## src/rtl/secattr_pkg.sv

```systemverilog
package secattr_pkg;

   localparam int SA_DW = 32;

   // word indices (byte offset / 4) of the bank's window
   localparam logic [9:0] SA_W_CTRL = 10'h374;
   localparam logic [9:0] SA_W_TYPE = 10'h375;
   localparam logic [9:0] SA_W_RNR  = 10'h376;
   localparam logic [9:0] SA_W_BASE = 10'h377;
   localparam logic [9:0] SA_W_LIM  = 10'h378;
   localparam logic [9:0] SA_W_FST  = 10'h379;
   localparam logic [9:0] SA_W_FAD  = 10'h37A;

   // bits kept on a base / limit write
   localparam logic [SA_DW-1:0] SA_BASE_KEEP = 32'hFFFF_FFE0;
   localparam logic [SA_DW-1:0] SA_LIM_KEEP  = 32'hFFFF_FFE3;

   typedef enum logic [2:0] {
      SR_CTRL,
      SR_TYPE,
      SR_RNR,
      SR_BASE,
      SR_LIM,
      SR_FST,
      SR_FAD,
      SR_NONE
   } sa_reg_e;

endpackage

```

## src/rtl/secattr_decode.sv

```systemverilog
module secattr_decode
   import secattr_pkg::*;
#(
   parameter int ADDR_W = 10
) (
   input  logic [ADDR_W-1:0] addr,
   output sa_reg_e           reg_sel,
   output logic              in_win
);

   localparam int HI_W = ADDR_W - 10;

   logic upper_zero;
   logic [9:0] low_word;

   generate
      if (HI_W > 0) begin : g_wide
         assign upper_zero = (addr[ADDR_W-1:10] == '0);
      end else begin : g_exact
         assign upper_zero = 1'b1;
      end
   endgenerate

   assign low_word = addr[9:0];

   always_comb begin
      reg_sel = SR_NONE;
      if (upper_zero) begin
         case (low_word)
            SA_W_CTRL: reg_sel = SR_CTRL;
            SA_W_TYPE: reg_sel = SR_TYPE;
            SA_W_RNR:  reg_sel = SR_RNR;
            SA_W_BASE: reg_sel = SR_BASE;
            SA_W_LIM:  reg_sel = SR_LIM;
            SA_W_FST:  reg_sel = SR_FST;
            SA_W_FAD:  reg_sel = SR_FAD;
            default:   reg_sel = SR_NONE;
         endcase
      end
   end

   assign in_win = (reg_sel != SR_NONE);

endmodule

```

## src/rtl/secattr_region_file.sv

```systemverilog
module secattr_region_file
   import secattr_pkg::*;
#(
   parameter int NUM_REGIONS = 8,
   parameter int IDX_W       = 3
) (
   input  logic             clk,
   input  logic             rst_n,
   input  logic [IDX_W-1:0] idx,
   input  logic             idx_ok,
   input  logic             wr_base,
   input  logic             wr_lim,
   input  logic [SA_DW-1:0] wdata,
   output logic [SA_DW-1:0] base_rd,
   output logic [SA_DW-1:0] lim_rd
);

   logic [SA_DW-1:0] base_q [NUM_REGIONS];
   logic [SA_DW-1:0] lim_q  [NUM_REGIONS];

   generate
      for (genvar r = 0; r < NUM_REGIONS; r++) begin : g_region
         logic hit;
         assign hit = idx_ok && (idx == IDX_W'(r));

         always_ff @(posedge clk or negedge rst_n) begin
            if (!rst_n) begin
               base_q[r] <= '0;
               lim_q[r]  <= '0;
            end else begin
               if (wr_base && hit) base_q[r] <= wdata & SA_BASE_KEEP;
               if (wr_lim && hit)  lim_q[r]  <= wdata & SA_LIM_KEEP;
            end
         end
      end
   endgenerate

   always_comb begin
      base_rd = '0;
      lim_rd  = '0;
      for (int r = 0; r < NUM_REGIONS; r++) begin
         if (idx_ok && (idx == IDX_W'(r))) begin
            base_rd = base_q[r];
            lim_rd  = lim_q[r];
         end
      end
   end

endmodule

```

## src/rtl/secattr_fault.sv

```systemverilog
module secattr_fault
   import secattr_pkg::*;
(
   input  logic             clk,
   input  logic             rst_n,
   input  logic             clr_en,
   input  logic [SA_DW-1:0] clr_mask,
   input  logic [SA_DW-1:0] set_mask,
   input  logic             wr_en,
   input  logic [SA_DW-1:0] wr_addr,
   input  logic             cap,
   input  logic [SA_DW-1:0] cap_addr,
   output logic [SA_DW-1:0] status,
   output logic [SA_DW-1:0] faddr
);

   logic [SA_DW-1:0] clr_eff;

   assign clr_eff = clr_en ? clr_mask : '0;

   always_ff @(posedge clk or negedge rst_n) begin
      if (!rst_n) begin
         status <= '0;
         faddr  <= '0;
      end else begin
         // hardware set wins over a software clear of the same bit
         status <= (status & ~clr_eff) | set_mask;
         if (cap)        faddr <= cap_addr;
         else if (wr_en) faddr <= wr_addr;
      end
   end

endmodule

```

## src/rtl/secattr_regbank.sv

```systemverilog
module secattr_regbank
   import secattr_pkg::*;
#(
   parameter int NUM_REGIONS = 8,
   parameter int ADDR_W      = 10,
   parameter bit FEATURE_EN  = 1'b1
) (
   input  logic              clk,
   input  logic              rst_n,
   input  logic              bus_sel,
   input  logic              bus_wr,
   input  logic [ADDR_W-1:0] bus_addr,
   input  logic [31:0]       bus_wdata,
   input  logic              bus_secure,
   output logic [31:0]       bus_rdata,
   output logic              bus_err,
   input  logic [31:0]       flt_set,
   input  logic              flt_cap,
   input  logic [31:0]       flt_addr,
   output logic              inv_pulse
);

   localparam int IDX_W = (NUM_REGIONS > 1) ? $clog2(NUM_REGIONS) : 1;

   generate
      if (NUM_REGIONS < 1 || NUM_REGIONS > 255) begin : g_bad_nr
         $error("secattr_regbank: NUM_REGIONS must be 1..255");
      end
      if (ADDR_W < 10) begin : g_bad_aw
         $error("secattr_regbank: ADDR_W must be at least 10");
      end
   endgenerate

   sa_reg_e reg_sel;
   logic    in_win;

   secattr_decode #(.ADDR_W(ADDR_W)) u_dec (
      .addr    (bus_addr),
      .reg_sel (reg_sel),
      .in_win  (in_win)
   );

   logic [31:0] rdata_q;
   logic        err_q;
   logic        inv_q;
   logic [31:0] sfsr_w;
   logic [31:0] sfar_w;
   logic [31:0] rnr_w;

   generate
      if (FEATURE_EN) begin : g_on
         logic             sec_wr;
         logic             sec_rd;
         logic [1:0]       ctrl_q;
         logic [IDX_W-1:0] rnr_q;
         logic             rnr_ok;
         logic             wr_base;
         logic             wr_lim;
         logic [31:0]      base_rd;
         logic [31:0]      lim_rd;
         logic [31:0]      rd_mux;

         assign sec_wr = bus_sel && bus_wr && bus_secure;
         assign sec_rd = bus_sel && !bus_wr && bus_secure;
         assign rnr_ok = (32'(rnr_q) < 32'(NUM_REGIONS));
         assign wr_base = sec_wr && (reg_sel == SR_BASE);
         assign wr_lim  = sec_wr && (reg_sel == SR_LIM);

         always_ff @(posedge clk or negedge rst_n) begin
            if (!rst_n) begin
               ctrl_q <= '0;
               rnr_q  <= '0;
            end else if (sec_wr) begin
               if (reg_sel == SR_CTRL) ctrl_q <= bus_wdata[1:0];
               if (reg_sel == SR_RNR && bus_wdata < 32'(NUM_REGIONS))
                  rnr_q <= bus_wdata[IDX_W-1:0];
            end
         end

         secattr_region_file #(
            .NUM_REGIONS (NUM_REGIONS),
            .IDX_W       (IDX_W)
         ) u_regions (
            .clk     (clk),
            .rst_n   (rst_n),
            .idx     (rnr_q),
            .idx_ok  (rnr_ok),
            .wr_base (wr_base),
            .wr_lim  (wr_lim),
            .wdata   (bus_wdata),
            .base_rd (base_rd),
            .lim_rd  (lim_rd)
         );

         secattr_fault u_fault (
            .clk      (clk),
            .rst_n    (rst_n),
            .clr_en   (sec_wr && (reg_sel == SR_FST)),
            .clr_mask (bus_wdata),
            .set_mask (flt_set),
            .wr_en    (sec_wr && (reg_sel == SR_FAD)),
            .wr_addr  (bus_wdata),
            .cap      (flt_cap),
            .cap_addr (flt_addr),
            .status   (sfsr_w),
            .faddr    (sfar_w)
         );

         always_comb begin
            case (reg_sel)
               SR_CTRL: rd_mux = {30'b0, ctrl_q};
               SR_TYPE: rd_mux = 32'(NUM_REGIONS);
               SR_RNR:  rd_mux = 32'(rnr_q);
               SR_BASE: rd_mux = base_rd;
               SR_LIM:  rd_mux = lim_rd;
               SR_FST:  rd_mux = sfsr_w;
               SR_FAD:  rd_mux = sfar_w;
               default: rd_mux = '0;
            endcase
         end

         always_ff @(posedge clk or negedge rst_n) begin
            if (!rst_n) begin
               rdata_q <= '0;
               inv_q   <= 1'b0;
            end else begin
               inv_q <= (wr_base || wr_lim) && rnr_ok;
               if (bus_sel && !bus_wr) rdata_q <= sec_rd ? rd_mux : '0;
            end
         end

         assign err_q = 1'b0;
         assign rnr_w = 32'(rnr_q);
      end else begin : g_off
         always_ff @(posedge clk or negedge rst_n) begin
            if (!rst_n) err_q <= 1'b0;
            else        err_q <= bus_sel && in_win;
         end
         assign rdata_q = '0;
         assign inv_q   = 1'b0;
         assign sfsr_w  = '0;
         assign sfar_w  = '0;
         assign rnr_w   = '0;
      end
   endgenerate

   assign bus_rdata = rdata_q;
   assign bus_err   = err_q;
   assign inv_pulse = inv_q;

endmodule

```

## config.mk

```make
export PLATFORM = sky130hd
export DESIGN_NAME = secattr_regbank
export DESIGN_NICKNAME = d
export VERILOG_FILES = /design/src/rtl/secattr_pkg.sv /design/src/rtl/secattr_decode.sv /design/src/rtl/secattr_region_file.sv /design/src/rtl/secattr_fault.sv /design/src/rtl/secattr_regbank.sv
export SDC_FILE = /design/constraint.sdc
export NUM_CORES = 1
export LEC_CHECK = 0
export BUFFER_PORTS_ARGS = -buffer_cell sky130_fd_sc_hd__buf_2
export CORE_ASPECT_RATIO = 1.75
export CORE_UTILIZATION = 62
export CTS_BUF_LIST = sky130_fd_sc_hd__clkbuf_4
export DETAILED_ROUTE_END_ITERATION = 10
export PLACE_DENSITY = 0.77
export SYNTH_ARGS = -nofsm -noshare
export SYNTH_HDL_FRONTEND = slang
export SYNTH_SLANG_ARGS = --single-unit
```

## constraint.sdc

```tcl
create_clock -name clk -period 2.6 [get_ports clk]
set_clock_uncertainty 0.1 [all_clocks]
set_input_delay 0 -clock clk [delete_from_list [all_inputs] [get_ports clk]]
set_output_delay 0 -clock clk [all_outputs]
set_load 0.1 [all_outputs]
```

==> results by group <==
Synthesis
  • Syn Inst Count: 2080
  • Seq/Total Area, Yosys: 52.8%
  • Multiplexer share of the synthesized area: 27.4%
  • Ys flop type: dfrtp_1
  • Flops & latches, synth: between 500 and 600
  • Synth Area in Adders: 0%
  • Post-synthesis xor/xnor area fraction: 0%
  • Compound-cell area share of the yosys netlist: approximately a tenth
  • Combinational family with the most area after synthesis: multiplexers
  • Syn nets: about 2200
  • Synth Warn #: 0
  • Syn avg cell area: approximately 13 sq um
  • Share of synthesized flip-flops with an asynchronous set or reset: 100%
  • Synthesized cell area: 26100 sq um
  • Post-synth EDFFs: 0
  • Post-Synth Simple-Gate Area: 6.22%
  • Distinct cell type count after synthesis: 67

Place
  • Setup WS pre-CTS: 210 ps
  • Global placement routability congestion: about 0.9
  • Dpl cell area: 27900 sq um
  • I/O Buffers: ~140
  • DP Wirelength: between 50 and 60 mm
  • Dpl cells: 2703

Setup path
  • CP max-delay cell: dlygate4sd3_1
  • Crit-path leading delay family: buffers and inverters
  • Crit-path most repeated cell: dlygate4sd3_1
  • R2R depth: 7
  • Worst Path Arrival: 3110 ps
  • CP Capture Type: flop
  • Worst R2R Setup Slack: 150 ps
  • Critical path, cell by cell: dlygate4sd3_1 > buf_2 > nand4b_1 > dlygate4sd3_1 > or3_4 > nor4_4 > buf_4 > mux2_2
  • Setup CP Type: in -> reg
  • Maximum fanout along the worst path: 15
  • CP peak stage delay: 690 ps
  • Critical path depth: 8
  • Critical R2R Capture: bus_rdata[27]$_DFFE_PN0P_
  • Worst Path Required: 3200 ps
  • Startpoint Class: input pin
  • Worst R2R Start: g_on.rnr_q[0]$_DFFE_PN0P_
  • Critical path buffers and inverters: 4

Timing
  • Final Max Slew Viols: 0
  • Fin crit share: 96.4%
  • Worst hold slack: 39.5 ps
  • Rel. slew slack: 15.1%
  • TNS Setup: 0 ps
  • Final min period: 2510 ps
  • Max Fclk: 0.399 GHz
  • Worst Max-Slew Pin Slew: around 1300 ps
  • Final hold vios: 0
  • RSZ-0062 raised after global routing: true
  • Endpoints failing setup: 0
  • Post-route worst setup slack: 94.1 ps

Final layout
  • Design Area, Final: 32500 sq um
  • Commonest non-fill, non-tap cell in the layout: dfrtp_1
  • Synthesis-to-finish area growth: 24.8%
  • Non-Filler Instances: between 3000 and 4000
  • Layout Nets: approximately 2700
  • Most frequent cells in the layout: dfrtp_1, mux2_2, dlygate4sd3_1
  • Share of cells above drive strength 1: 38.7%
  • Final Util: between 70% and 80%

Routing
  • Vias per cell: about 6.6
  • Number of DRC markers in iteration 0: ~2100
  • Total wire length: 89.6 mm
  • Routed Antenna Nets: 0
  • Remaining DRCs: 0
  • Per-cell routed wire length: 27.8 um
  • TritonRoute pass-1 iters: 8
  • DR vias: 21300

Floorplan
  • Row cnt: between 90 and 100
  • Die Wd: ~160 um
  • Initial Util: 62.7%
  • Core area: 41600 sq um
  • Vert. Die Dim: 273 um
  • Die area: 42900 sq um
  • IO Pins: 146

Status
  • Status: finished, final reports clean

Global routing
  • Pin count of the biggest net entering global routing: 120
  • Initial antenna violation count: 10
  • First-pass GRT wire length: 138 mm
  • Remaining global-route overflow: 0
  • All-layer global routing usage: 44.1%
  • Vias in the first global route: around 23000

Hold path
  • Hold Crit Endpoint: g_on.u_regions.lim_q[234]$_DFFE_PN0P_
  • Depth of the worst hold-timing path: 3
  • Worst Hold Class: in -> reg
  • Hold path start: bus_wdata[10]

Power
  • Pwr/cell area: about 520 nW/um^2
  • Leak Pwr: approximately 16 nW
  • Maximum vdd drop: 0.000412 V
  • Pwr Total: 16.9 mW

Clocking
  • Worst-Skew Late Latency: between 900 and 1000 ps
  • CTS tree: yes
  • Max clock buf depth: 3
  • Clock-pin slew on the worst setup and hold paths: 60 ps
  • Clock buffer count from CTS: between 100 and 150
  • Setup Buffers After CTS: 0
  • CTS Sinks: 550
  • H-tree levels: 4
  • Root buffer cell: clkbuf_4

Job
  • Max Cap Violations: 0
[registers in the layout (all words and copies together), names as in the netlist]
register               cells
g_on.u_regions.lim_q     232
g_on.u_regions.base_q    216
bus_rdata                 32
g_on.u_fault.faddr        32
g_on.u_fault.status       32
g_on.rnr_q                 3
g_on.ctrl_q                2
inv_pulse                  1
[routing by layer]
layer	track usage (%)	routed length, um	vias to the layer above	part of all wire, %
met3	13.8	9130	530	10
met1	49.3	30000	10600	33
li1	-	-	8690	-
met4	36.5	7980	2	8.9
met5	0	11	-	0.012
met2	68.9	42500	1448	47
[Yosys cell counts (all sizes together) (7+ instances only)]
library cell | number | share of area [%]
and2 | 18 | 0.43
mux2 | 490 | 21
o211ai | 7 | 0.20
o21ai | 86 | 1.7
clkbuf | 127 | 1.8
a21o | 34 | 0.98
o32ai | 7 | 0.24
nor2b | 10 | 0.24
a31oi | 23 | 0.55
nor4 | 22 | 0.64
nor2 | 50 | 0.73
nand3 | 11 | 0.27
a22o | 15 | 0.50
a211o | 10 | 0.34
o2bb2ai | 7 | 0.24
inv | 13 | 0.19
a22oi | 20 | 0.58
a221oi | 24 | 0.81
nand2 | 170 | 2.5
nor3 | 22 | 0.52
o21bai | 12 | 0.35
o22ai | 22 | 0.53
a221o | 15 | 0.58
a211oi | 19 | 0.55
a21oi | 42 | 0.81
buf | 76 | 1.6
mux2i | 73 | 2.8
mux4 | 40 | 3.5
dfrtp | 550 | 53
[worst max path at each step]
stage / end / from / slack (ps)
finish: g_on.u_regions.base_q[205]$_DFFE_PN0P_ / bus_addr[3] / 90
global route: g_on.rnr_q[2]$_DFFE_PN0P_ / bus_wdata[21] / -10
CTS: g_on.rnr_q[2]$_DFFE_PN0P_ / bus_wdata[19] / 10
detailed placement: bus_rdata[27]$_DFFE_PN0P_ / g_on.rnr_q[0]$_DFFE_PN0P_ / 210
global placement: bus_rdata[27]$_DFFE_PN0P_ / g_on.rnr_q[0]$_DFFE_PN0P_ / 260
floorplan: g_on.u_regions.lim_q[245]$_DFFE_PN0P_ / g_on.rnr_q[1]$_DFFE_PN0P_ / 400
[what timing repair did]
action	4_1_cts	5_1_grt
setup endpoints to repair	0	80
hold buffers	297	1
endpoints found under the hold margin	1100	9
gates resized for setup	0	5
[cell type report]
type                       count  area (sq um)
clock buffer                 184          1380
antenna                        7          17.5
multi-input combinational   1312         11400
timing repair buffer         568          4940
clock inverter                27           240
inverter                      15          56.3
fill                        2398          9080
tap                          555           694
sequential                   550         13800
[kinds of logic (layout without fill, tap and decap cells)]
| kind of cell | count (synthesis) | after routing |
|---|---|---|
| DFF | 550 | 550 |
| muxes | 603 | 603 |
| and+or+nand+nor | 333 | 333 |
| other | 1 | 8 |
| AOI/OAI and AO/OA | 375 | 375 |
| buffers and inverters | 218 | 794 |
[tightest hold or removal path, stage by stage]
cell and delay [ps]:
buf_2 110, dlygate4sd3_1 650, mux2_2 180
[where the power goes]
group,internal [mW],switching [mW]
combinational,0.441,0.598
sequential,8.60,0.0367
clock,3.73,3.53
total,12.8,4.17
No activity file was read; power rests on OpenSTA's default activity.
